<file path="src/rtl/adc_scan_pkg.sv">
package adc_scan_pkg;
  localparam int MODE_W = 2;
  typedef logic [MODE_W-1:0] mode_t;
  localparam mode_t MODE_SCAN = 2'b11;

  typedef enum logic [1:0] {
    SEQ_IDLE,
    SEQ_ISSUE,
    SEQ_WAIT
  } seq_state_e;
endpackage

</file>
<file path="src/rtl/adc_ctrl_regs.sv">
module adc_ctrl_regs
  import adc_scan_pkg::*;
#(
  parameter int CHW = 3
) (
  input  logic           clk,
  input  logic           rst_n,
  input  logic           ctl_wr,
  input  logic           ctl_start,
  input  logic           ctl_ie,
  input  mode_t          ctl_mode,
  input  logic [CHW-1:0] ctl_last,
  input  logic           ctl_flag,
  input  logic           flag_rd,
  input  logic           timer_trig,
  input  logic           ext_trig,
  input  logic           pass_done,
  output logic           run_bit,
  output mode_t          mode,
  output logic [CHW-1:0] last,
  output logic           end_flag,
  output logic           irq
);
  logic ie;
  logic armed;
  logic zero_wr;

  // a write carrying flag value 0 is the only path that can clear the flag
  assign zero_wr = ctl_wr && !ctl_flag;

  always_ff @(posedge clk or negedge rst_n) begin
    if (!rst_n) begin
      run_bit  <= 1'b0;
      ie       <= 1'b0;
      mode     <= '0;
      last     <= '0;
      end_flag <= 1'b0;
      armed    <= 1'b0;
    end else begin
      if (ctl_wr) begin
        ie   <= ctl_ie;
        mode <= ctl_mode;
        last <= ctl_last;
      end
      // triggers override a simultaneous write of 0
      if (timer_trig || ext_trig) run_bit <= 1'b1;
      else if (ctl_wr)            run_bit <= ctl_start;
      // a completed pass wins over a clearing write
      if (pass_done)               end_flag <= 1'b1;
      else if (zero_wr && armed)   end_flag <= 1'b0;
      // any zero write uses up the arm; a read only arms while the flag is up
      if (zero_wr)                 armed <= 1'b0;
      else if (flag_rd && end_flag) armed <= 1'b1;
    end
  end

  assign irq = end_flag && ie;
endmodule

</file>
<file path="src/rtl/adc_scan_fsm.sv">
module adc_scan_fsm
  import adc_scan_pkg::*;
#(
  parameter int CHW = 3
) (
  input  logic           clk,
  input  logic           rst_n,
  input  logic           run_bit,
  input  mode_t          mode,
  input  logic [CHW-1:0] last,
  input  logic           conv_done,
  output logic           conv_start,
  output logic [CHW-1:0] conv_chan,
  output logic           wr_en,
  output logic [CHW-1:0] wr_chan,
  output logic           pass_done
);
  seq_state_e     state;
  logic [CHW-1:0] cur;
  logic           orphan;
  logic           active;
  logic           at_end;

  assign active = run_bit && (mode == MODE_SCAN);
  assign at_end = (cur >= last);

  always_ff @(posedge clk or negedge rst_n) begin
    if (!rst_n) begin
      state  <= SEQ_IDLE;
      cur    <= '0;
      orphan <= 1'b0;
    end else begin
      if (conv_done) orphan <= 1'b0;
      unique case (state)
        SEQ_IDLE: begin
          // hold off while an aborted conversion is still outstanding
          if (active && !orphan) begin
            state <= SEQ_ISSUE;
            cur   <= '0;
          end
        end
        SEQ_ISSUE: state <= active ? SEQ_WAIT : SEQ_IDLE;
        SEQ_WAIT: begin
          if (!active) begin
            state  <= SEQ_IDLE;
            orphan <= !conv_done;
          end else if (conv_done) begin
            state <= SEQ_ISSUE;
            cur   <= at_end ? '0 : cur + 1'b1;
          end
        end
        default: state <= SEQ_IDLE;
      endcase
    end
  end

  assign conv_start = (state == SEQ_ISSUE) && active;
  assign conv_chan  = cur;
  assign wr_en      = (state == SEQ_WAIT) && active && conv_done;
  assign wr_chan    = cur;
  assign pass_done  = wr_en && at_end;
endmodule

</file>
<file path="src/rtl/adc_result_bank.sv">
module adc_result_bank #(
  parameter int NCH = 8,
  parameter int DW  = 10,
  localparam int CHW = $clog2(NCH)
) (
  input  logic           clk,
  input  logic           rst_n,
  input  logic           wr_en,
  input  logic [CHW-1:0] wr_chan,
  input  logic [DW-1:0]  wr_data,
  input  logic [CHW-1:0] rd_sel,
  output logic [DW-1:0]  rd_data
);
  logic [DW-1:0] bank [NCH];

  for (genvar g = 0; g < NCH; g++) begin : g_ch
    logic [DW-1:0] q;
    always_ff @(posedge clk or negedge rst_n) begin
      if (!rst_n)                              q <= '0;
      else if (wr_en && (wr_chan == CHW'(g)))  q <= wr_data;
    end
    assign bank[g] = q;
  end

  assign rd_data = bank[rd_sel];
endmodule

</file>
<file path="src/rtl/adc_scan_seq.sv">
module adc_scan_seq
  import adc_scan_pkg::*;
#(
  parameter int NCH = 8,
  parameter int DW  = 10,
  localparam int CHW = $clog2(NCH)
) (
  input  logic              clk,
  input  logic              rst_n,
  input  logic              ctl_wr,
  input  logic              ctl_start,
  input  logic              ctl_ie,
  input  logic [MODE_W-1:0] ctl_mode,
  input  logic [CHW-1:0]    ctl_last,
  input  logic              ctl_flag,
  input  logic              flag_rd,
  input  logic              timer_trig,
  input  logic              ext_trig,
  output logic              conv_start,
  output logic [CHW-1:0]    conv_chan,
  input  logic              conv_done,
  input  logic [DW-1:0]     conv_result,
  input  logic [CHW-1:0]    rd_sel,
  output logic [DW-1:0]     rd_data,
  output logic              run_bit,
  output logic              end_flag,
  output logic              irq
);
  mode_t          mode;
  logic [CHW-1:0] last;
  logic           pass_done;
  logic           wr_en;
  logic [CHW-1:0] wr_chan;

  adc_ctrl_regs #(.CHW(CHW)) u_regs (
    .clk(clk), .rst_n(rst_n),
    .ctl_wr(ctl_wr), .ctl_start(ctl_start), .ctl_ie(ctl_ie),
    .ctl_mode(ctl_mode), .ctl_last(ctl_last), .ctl_flag(ctl_flag),
    .flag_rd(flag_rd), .timer_trig(timer_trig), .ext_trig(ext_trig),
    .pass_done(pass_done),
    .run_bit(run_bit), .mode(mode), .last(last),
    .end_flag(end_flag), .irq(irq)
  );

  adc_scan_fsm #(.CHW(CHW)) u_fsm (
    .clk(clk), .rst_n(rst_n),
    .run_bit(run_bit), .mode(mode), .last(last), .conv_done(conv_done),
    .conv_start(conv_start), .conv_chan(conv_chan),
    .wr_en(wr_en), .wr_chan(wr_chan), .pass_done(pass_done)
  );

  adc_result_bank #(.NCH(NCH), .DW(DW)) u_bank (
    .clk(clk), .rst_n(rst_n),
    .wr_en(wr_en), .wr_chan(wr_chan), .wr_data(conv_result),
    .rd_sel(rd_sel), .rd_data(rd_data)
  );
endmodule

</file>
<file path="config.mk">
export PLATFORM = sky130hd
export DESIGN_NAME = adc_scan_seq
export DESIGN_NICKNAME = d
export VERILOG_FILES = /design/src/rtl/adc_scan_pkg.sv /design/src/rtl/adc_ctrl_regs.sv /design/src/rtl/adc_scan_fsm.sv /design/src/rtl/adc_result_bank.sv /design/src/rtl/adc_scan_seq.sv
export SDC_FILE = /design/constraint.sdc
export NUM_CORES = 1
export LEC_CHECK = 0
export BUFFER_PORTS_ARGS = -buffer_cell sky130_fd_sc_hd__buf_2
export CAP_MARGIN = 20
export CORE_MARGIN = 3
export CORE_UTILIZATION = 42
export CTS_CLUSTER_DIAMETER = 150
export DETAILED_ROUTE_END_ITERATION = 12
export SLEW_MARGIN = 30
export SYNTH_ARGS = -nofsm -noshare
export SYNTH_HDL_FRONTEND = slang
export SYNTH_SLANG_ARGS = --single-unit
</file>
<file path="constraint.sdc">
create_clock -name clk -period 1.59 [get_ports clk]
set_input_delay 0.318 -clock clk [delete_from_list [all_inputs] [get_ports clk]]
set_output_delay 0.318 -clock clk [all_outputs]
set_load 0.02 [all_outputs]
</file>
==> results_dict.tcl <==
set metrics [dict create \
    hpwl_mm 6.035 \
    dieWidth_um 110.2 \
    drtAntennaViolNets 0 \
    antenna_found_initial 0 \
    crit_slowest_cell "mux4_2" \
    violations "setup timing" \
    synth-seq-cells 95 \
    hold_path_class "input pin to register" \
    wl_per_cell_um 19.50 \
    ir_worst_vdd_v 0.0005699 \
    totalWireLength_mm 10.26 \
    internal_power_mw 3.412 \
    cts_root_buf "clkbuf_8" \
    cp.arrival_ns 1.65 \
    hold_viol_final 0 \
    grtUsageTotal 0.1785 \
    async_reset_ff_frac 1.000 \
    drc 0 \
    rsz0062_at_grt "yes" \
    synth_edf_count 0 \
    htreeDepth 3 \
    combPwrFrac 0.130 \
    min_period_ns 1.971 \
    drtIter0Drc 156 \
    ys_types 38 \
    clk-insertion-delay-late_ns 0.37 \
    cts_sinks 95 \
    place_congestion 0.7488 \
    diodes 0 \
    finalSetupTns_ns -7.685 \
    clock_skew_ns 0.01787 \
    dp_slack_ns -0.3150 \
    crit_required_ns 1.27 \
    worstMarginPinSlew_ns 0.3260 \
    p_sw_frac 0.2529 \
    setup_viol 81 \
    utilization 0.5831 \
    grt_pass1_wl_mm 16.17 \
    crit_chain "mux4_2 -> mux2_4 -> buf_6" \
    synth_area_um2 4557 \
    max-slew-margin-rel 0.7827 \
    overflow 0 \
    syn_nets 320 \
    setup_slack_ns -0.3814 \
    cpPeakStageDelay_ns 0.46 \
    yosys_warnings 0 \
    layout.nets 424 \
    crit_fanout 2 \
    clkTransAtPathRegs_ns 0.09 \
    crit_path_start_kind "register" \
    fp.coreArea_um2 10420 \
    clk_path_buf_depth 2 \
    critical_path.top_delay_family "multiplexers" \
    crit_type "register to output pin" \
    syn_area_per_cell_um2 16.10 \
    synth_flop_cell "dfrtp_1" \
    io_buffers 44 \
    grt_pass1_vias 2951 \
    p_leak_nw 2.962 \
    layout-drive-gt1-share 0.6615 \
    drt-vias-per-instance 5.249 \
    dieHeight_um 110.2 \
    crit_buf_inv 1 \
    switching_power_mw 1.155 \
    seqPwrFrac 0.557 \
    outcome "finished, violations left" \
    ys_seq_area_frac 0.5217 \
    first_pass_iters 4 \
    fin_crit_sh 1.240 \
    grt_max_degree 38 \
    vias 2761 \
    p_per_area_nw_per_um2 752.1 \
    syn_to_final_growth_pct 33.28 \
    cts_made_buffers 9 \
    ios 45 \
    fp-row-count 37 \
    die_area_um2 12140 \
    max_freq_ghz 0.5072 \
    p_clk_frac 0.313 \
    cts_tree "yes" \
    start_util 0.4375 \
    synth_cells 283 \
    cp-end-kind "output pin" \
    maxCapViolCount 0 \
    drv_slew 0 \
]
## final timing paths
check,start,to,slack [ns],depth (start not counted)
worst max-delay path,u_bank.g_ch[1].q[2],rd_data[2],-0.38,3
worst min register to register,u_regs.ie,u_regs.ie,0.51,1
worst max register to register,u_fsm.state[0],u_bank.g_ch[1].q[2],-0.11,5
min in group asynchronous,rst_n,u_bank.g_ch[2].q[9],0.39,2
max in group asynchronous,rst_n,u_fsm.conv_chan[1],0.65,3
worst min-delay path,timer_trig,u_regs.run_bit,0.14,3
## per-stage QoR
stage                     instance area, um2  power, mW  hold slack (ns)  std cells
after floorplan                         4634      2.844          0.02241        283
after global placement                  5329      3.074           0.2305        485
after detailed placement                5329      3.086           0.2379        485
after CTS                               5944      4.614           0.1222        518
after global routing                    6073      4.772           0.1373        526
final                                   6073      4.567           0.1411        526
## flip-flops by register name (all words and copies together) (netlist names)
| register | cells |
|---|---|
| u_fsm.orphan | 1 |
| u_regs.mode | 2 |
| u_fsm.state | 2 |
| u_regs.armed | 1 |
| u_regs.ie | 1 |
| u_regs.run_bit | 1 |
| u_regs.last | 3 |
| u_bank.g_ch.q | 80 |
| u_fsm.conv_chan | 3 |
| u_regs.end_flag | 1 |
## cell usage in the layout, fill, tap and decap left out, types with 2 or more instances in the layout
cell type  instances
clkinv_4           2
o211ai_1           2
mux4_2            20
nor2_1             4
buf_2             32
a21oi_1            3
mux2i_1            2
o22ai_1            2
nand2_1            6
ha_2               5
and4_4             4
inv_1              4
dfrtp_2            3
nor3_4             3
dfrtp_1           92
o21ai_0            2
nand3_4            3
mux2_4            70
clkbuf_8          10
buf_12            13
clkbuf_16          2
buf_4             32
mux2_2            24
buf_6             22
ha_1               3
## cell usage after synthesis (2+ instances only)
cell      number  area [um2]
buf_6          2       22.52
nand3_2        2       20.02
buf_2          4       20.02
mux2_4        21       315.3
o21ai_0        3       15.01
mux4_2        20       450.4
a21oi_1        4       20.02
ha_1           9       112.6
nand2_1        8       30.03
o211ai_1       2       15.01
inv_1          5       18.77
mux2i_1        2       20.02
o22ai_1        2       12.51
nor2_1         4       15.01
and4_4         3       33.78
nor3_4         3       48.80
mux2_2        73       822.0
dfrtp_1       95        2377
nor2b_1        2       12.51
## tightest hold or removal path, stage by stage
cell,delay [ns]
buf_2,0.08
nor2_1,0.03
nand2_1,0.04
## power groups by stage
stage / Combinational [mW] / Sequential (mW) / Clock [mW]
after global routing: 0.646 / 2.56 / 1.57
after CTS: 0.585 / 2.54 / 1.49
after floorplan: 0.258 / 2.59 / 0
final: 0.593 / 2.54 / 1.43
after detailed placement: 0.499 / 2.59 / 0
after global placement: 0.489 / 2.58 / 0
## metal layers
layer,up-vias,share of wire,track usage
met5,-,0,0
met4,0,0.016,0.06508
met3,13,0.040,0.04193
met2,57,0.49,0.2777
met1,1428,0.46,0.2451
li1,1263,-,-
## kinds of logic after synthesis
kind of cell,synth area share
AOI/OAI and AO/OA,0.02169
adders and majority gates,0.02471
buffers and inverters,0.02388
DFF,0.5217
muxes,0.3528
and+or+nand+nor,0.05519
## repair_timing
item                                   in CTS  in global routing
hold buffers                                1                  0
cloned                                      3                  2
endpoints found under the hold margin      19                  0
pin swaps                                   9                  7
setup endpoints to repair                  44                 94
buffers inserted                           15                  9
resized for setup                          71                 19
## area by class of cell
class                      count  area [um2]
tap                          136       170.2
clock buffer                  10       137.6
multi-input combinational    173        2336
sequential                    95        2381
timing repair buffer         103       996.0
clock inverter                 4       31.28
fill                         820        4343
inverter                       5       21.27
Note: power is estimated with default switching activity, not from simulation.
